[config.mk]
export PLATFORM = sky130hd
export DESIGN_NAME = exc_detector
export DESIGN_NICKNAME = d
export VERILOG_FILES = /design/src/rtl/exc_pkg.sv /design/src/rtl/exc_opcode_chk.sv /design/src/rtl/exc_pc_chk.sv /design/src/rtl/exc_capture.sv /design/src/rtl/exc_detector.sv
export SDC_FILE = /design/constraint.sdc
export NUM_CORES = 1
export LEC_CHECK = 0
export ABC_AREA = 0
export BUFFER_PORTS_ARGS = -buffer_cell sky130_fd_sc_hd__buf_2
export CORE_MARGIN = 3
export CORE_UTILIZATION = 43
export DETAILED_ROUTE_END_ITERATION = 10
export PLACE_DENSITY = 0.74
export SLEW_MARGIN = 20
export SYNTH_ARGS = -nofsm -noshare
export SYNTH_HDL_FRONTEND = slang
export SYNTH_HIERARCHICAL = 1
export SYNTH_SLANG_ARGS = --single-unit
[constraint.sdc]
create_clock -name clk -period 1.8 [get_ports clk]
set_clock_uncertainty 0.2 [all_clocks]
set_input_delay 0.09 -clock clk [delete_from_list [all_inputs] [get_ports clk]]
set_output_delay 0.09 -clock clk [all_outputs]
set_load 0.02 [all_outputs]
[src/rtl/exc_pkg.sv]
package exc_pkg;

    localparam int STEP_W = 3;
    localparam int OP_W   = 6;

    localparam logic [STEP_W-1:0] STEP_FETCH = 3'd1;
    localparam logic [STEP_W-1:0] STEP_EXEC  = 3'd3;

    localparam logic [OP_W-1:0] OPC_REG    = 6'b000000;
    localparam logic [OP_W-1:0] OPC_LOAD   = 6'b100011;
    localparam logic [OP_W-1:0] OPC_STORE  = 6'b101011;
    localparam logic [OP_W-1:0] OPC_BRANCH = 6'b000100;
    localparam logic [OP_W-1:0] OPC_JUMP   = 6'b000010;

    typedef enum logic [1:0] {
        CAUSE_NONE    = 2'b00,
        CAUSE_OPCODE  = 2'b01,
        CAUSE_PCRANGE = 2'b10
    } cause_e;

    typedef enum logic {
        MON_WATCH = 1'b0,
        MON_HOLD  = 1'b1
    } mon_e;

endpackage

[src/rtl/exc_opcode_chk.sv]
module exc_opcode_chk
    import exc_pkg::*;
(
    input  logic [OP_W-1:0] opcode,
    output logic            legal
);

    always_comb begin
        unique case (opcode)
            OPC_REG, OPC_LOAD, OPC_STORE, OPC_BRANCH, OPC_JUMP: legal = 1'b1;
            default:                                            legal = 1'b0;
        endcase
    end

endmodule

[src/rtl/exc_pc_chk.sv]
module exc_pc_chk #(
    parameter int PC_W       = 32,
    parameter int MEM_WORDS  = 32,
    parameter int CODE_WORDS = 16
) (
    input  logic [PC_W-1:0] pc,
    output logic            outside_code
);

    localparam int             IDX_W    = $clog2(MEM_WORDS);
    localparam int             TOP_LSB  = IDX_W + 2;
    localparam logic [IDX_W:0] CODE_LIM = CODE_WORDS[IDX_W:0];

    logic [IDX_W-1:0] word_idx;
    logic             idx_high;
    logic             upper_set;

    assign word_idx = pc[TOP_LSB-1:2];
    assign idx_high = ({1'b0, word_idx} >= CODE_LIM);

    generate
        if (PC_W > TOP_LSB) begin : g_upper
            assign upper_set = |pc[PC_W-1:TOP_LSB];
        end else begin : g_no_upper
            assign upper_set = 1'b0;
        end
    endgenerate

    assign outside_code = idx_high | upper_set;

endmodule

[src/rtl/exc_capture.sv]
module exc_capture #(
    parameter int PC_W = 32
) (
    input  logic            clk,
    input  logic            rst,
    input  logic            load,
    input  logic [1:0]      cause_in,
    input  logic [PC_W-1:0] epc_in,
    output logic [1:0]      cause_q,
    output logic [PC_W-1:0] epc_q
);

    always_ff @(posedge clk or posedge rst) begin
        if (rst) begin
            cause_q <= 2'b00;
            epc_q   <= '0;
        end else if (load) begin
            cause_q <= cause_in;
            epc_q   <= epc_in;
        end
    end

endmodule

[src/rtl/exc_detector.sv]
module exc_detector
    import exc_pkg::*;
#(
    parameter int              PC_W       = 32,
    parameter int              MEM_WORDS  = 32,
    parameter int              CODE_WORDS = 16,
    parameter logic [PC_W-1:0] HANDLER_PC = 32'h0000_003C
) (
    input  logic              clk,
    input  logic              rst,
    input  logic [STEP_W-1:0] ctl_step,
    input  logic [OP_W-1:0]   opcode,
    input  logic [PC_W-1:0]   pc,
    input  logic              ack,
    output logic              exc_strobe,
    output logic [1:0]        exc_cause,
    output logic [PC_W-1:0]   exc_epc,
    output logic [PC_W-1:0]   redirect_pc
);

    localparam logic [PC_W-1:0] INSTR_BYTES = PC_W'(4);

    mon_e            mon_q, mon_d;
    logic            op_legal;
    logic            pc_outside;
    logic            pc_fault;
    logic            op_fault;
    cause_e          cause_sel;
    logic [PC_W-1:0] epc_sel;

    exc_opcode_chk u_op (
        .opcode (opcode),
        .legal  (op_legal)
    );

    exc_pc_chk #(
        .PC_W       (PC_W),
        .MEM_WORDS  (MEM_WORDS),
        .CODE_WORDS (CODE_WORDS)
    ) u_pc (
        .pc           (pc),
        .outside_code (pc_outside)
    );

    assign pc_fault = (ctl_step == STEP_FETCH) && pc_outside;
    assign op_fault = (ctl_step == STEP_EXEC) && !op_legal;

    // PC fault wins over opcode fault
    always_comb begin
        if (pc_fault) begin
            cause_sel = CAUSE_PCRANGE;
            epc_sel   = pc;
        end else begin
            cause_sel = CAUSE_OPCODE;
            epc_sel   = pc - INSTR_BYTES;
        end
    end

    always_ff @(posedge clk or posedge rst) begin
        if (rst) mon_q <= MON_WATCH;
        else     mon_q <= mon_d;
    end

    always_comb begin
        mon_d      = mon_q;
        exc_strobe = 1'b0;
        unique case (mon_q)
            MON_WATCH: begin
                if (pc_fault || op_fault) begin
                    exc_strobe = 1'b1;
                    mon_d      = MON_HOLD;
                end
            end
            MON_HOLD: begin
                if (ack) mon_d = MON_WATCH;
            end
            default: mon_d = MON_WATCH;
        endcase
    end

    exc_capture #(.PC_W(PC_W)) u_cap (
        .clk      (clk),
        .rst      (rst),
        .load     (exc_strobe),
        .cause_in (cause_sel),
        .epc_in   (epc_sel),
        .cause_q  (exc_cause),
        .epc_q    (exc_epc)
    );

    assign redirect_pc = HANDLER_PC;

endmodule

==> impl_metrics.yaml <==
run_status:
  status: "finished, violations left"
  failed_checks: "setup timing"
sta:
  fmax_mhz: 462
  min_period_ps: 2160
  setup_viol: 36
  worstMarginPinSlew_ps: 519
  slew_headroom: 0.654
  rsz0062_at_grt: "yes"
  worst_hold_slack_ps: 34.2
  slew_viol_final: 0
  finalCritPeriodShare: 1.20
  layout_setup_ws_ps: -363
  hold_viol: 0
clocking:
  tritoncts: "built"
  cts_buffers: 5
  clkTransAtPathRegs_ps: 80
  clockBufferDepth: 2
  clk-insertion-delay-late_ps: 290
  cts_sinks: 35
  cts.root.buffer_cell: "clkbuf_8"
  htree_levels: 2
power:
  leakagePower_nw: 1.93
  p_int_mw: 2.06
  power_mw: 3.09
  ir_drop_uv: 463
  power.density_nw_per_um2: 822
  switchingPower_mw: 1.03
  clkPwrFrac: 0.283
  pwr-share-seq: 0.349
  p_comb_frac: 0.368
  swShare: 0.334
placed_design:
  dpl-instance-area_um2: 3200
  place_hpwl_um: 4700
  gp_congestion: 0.807
  post-place-ws_ps: -712
  numPortBuffers: 78
final_layout:
  layout-drive-gt1-share: 0.597
  diodes: 0
  area_growth_pct: 57.2
  final_area_um2: 3750
  layout.nets: 404
floorplanning:
  core_area_um2: 5240
  fp.dieArea_um2: 6490
  num_rows: 26
  start_util: 0.456
  ios: 111
  die_w_um: 80.5
  die_height_um: 80.5
synthesis:
  syn_area_per_cell_um2: 11.3
  synth_cells: 212
  async_flop_share: 1.00
  ys_warn_count: 6
  ys_types: 36
  synth_edf_count: 0
  ys_seq_elements: 35
  yosysSeqAreaShare: 0.367
  netlist_area_um2: 2390
  synth_top_flop_cell: "dfrtp_1"
global_route:
  antenna_found_initial: 0
  grt.total_usage: 0.222
  grt_pass1_vias: 2162
  gr-total-overflow: 0
  grt_pass1_wl_um: 11000
  grt_max_degree: 14
worst_setup_path:
  cp.required_ps: 1780
  path_class: "in2reg"
  critPathCaptureType: "flip-flop"
  cp-start-kind: "input pin"
  crit_arrival_ps: 2140
  cp_max_fo: 7
routing:
  ant_nets: 0
  vias: 2132
  viasPerCell: 4.96
  drtIter0Drc: 74
  drt-total-wl_um: 7190
  drc: 0
  wl_per_cell_um: 16.7
  firstDrtPassIters: 5
flow_run:
  cap_viol_max_count: 0
worst_hold_path:
  hp-class: "in2reg"
[cell usage after synthesis, types with 4 or more instances]
cell type   n  share of area
buf_4      32           0.10
dfrtp_1    35           0.37
inv_1       6         0.0094
mux2_2      4          0.019
mux2_4     30           0.19
nand2_1     5         0.0079
nor2_1     10          0.016
nor3_1     13          0.027
nor4_1     13          0.034
xnor2_1     6          0.022
xor2_1     22          0.081
[sequential cells by signal, indices dropped and copies added (netlist names)]
name and flops:
u_cap/cause_q 2, mon_q 1, u_cap/epc_q 32
[placed cells by master (no fill, tap or decap), types with 4 or more instances in the layout]
cell type / n
buf_12: 4
buf_2: 75
buf_4: 49
buf_6: 12
buf_8: 4
clkbuf_8: 5
conb_1: 32
dfrtp_1: 35
dlygate4sd3_1: 5
inv_1: 6
mux2_4: 32
nand2_1: 5
nor2_1: 7
nor3_4: 8
nor4_1: 7
nor4_4: 6
xnor2_1: 6
xor2_1: 22
[power groups by stage]
stage / clock, mW / sequential (mW) / combinational, mW
after floorplan: 0 / 1.30 / 0.490
after global placement: 0 / 1.08 / 1.04
after detailed placement: 0 / 1.08 / 1.05
after CTS: 0.874 / 1.07 / 1.11
after global routing: 0.926 / 1.10 / 1.20
final: 0.874 / 1.08 / 1.14
[final timing paths]
kind | from | endpoint | slack (ps) | cells after the start
setup / recovery | pc[13] | u_cap/epc_q[25]$_DFFE_PP0P_ | -360 | 10
hold / removal | pc[3] | u_cap/epc_q[3]$_DFFE_PP0P_ | 30 | 4
setup reg to reg | mon_q$_DFF_PP0_ | u_cap/epc_q[10]$_DFFE_PP0P_ | -130 | 4
hold reg to reg | u_cap/epc_q[1]$_DFFE_PP0P_ | u_cap/epc_q[1]$_DFFE_PP0P_ | 320 | 1
max in group asynchronous | rst | u_cap/epc_q[24]$_DFFE_PP0P_ | 630 | 4
min in group asynchronous | rst | u_cap/epc_q[8]$_DFFE_PP0P_ | 170 | 3
[per-layer routing]
layer / track usage / wire, um / vias to the layer above
li1: - / - / 973
met1: 0.262 / 2810 / 1039
met2: 0.389 / 3660 / 104
met3: 0.0628 / 583 / 16
met4: 0.0659 / 142 / 0
met5: 0 / 0 / -
[cell type report]
cell class	count	area, um^2
inverter	6	22.5
tap	70	87.6
clock buffer	5	68.8
multi-input combinational	162	1560
sequential	35	876
fill	375	1480
timing repair buffer	149	1070
clock inverter	3	67.6
[stage by stage]
stage	std cells	util	TNS, ps
after CTS	423	0.693	-5090
after global routing	430	0.717	-10980
after floorplan	242	-	-10220
after global placement	401	0.611	-15070
after detailed placement	401	0.611	-16880
final	430	0.717	-8180
[logic make-up after synthesis]
kind of cell / after synthesis / synth area share
AND/OR/NAND/NOR: 61 / 0.152
buffers and inverters: 45 / 0.145
flip-flops: 35 / 0.367
multiplexers: 34 / 0.207
XOR/XNOR: 28 / 0.103
AO/OA/AOI/OAI: 6 / 0.0173
other: 2 / 0.00314
adder cells (fa/ha/maj): 1 / 0.00524
[critical path: stages]
cell	delay, ps
buf_6	90
or4_4	530
nor3_2	120
nand4_1	130
nand4bb_1	190
nand4_1	160
buf_6	180
nor4_4	260
xor2_1	120
mux2_4	270
[repair_timing]
item	CTS	global route
setup endpoints to repair	36	36
gates resized for setup	41	15
pin swaps	13	15
gates cloned	1	1
setup buffers	11	9
hold buffers	5	0
endpoints found under the hold margin	15	0
Note: power is estimated with default switching activity, not from simulation.
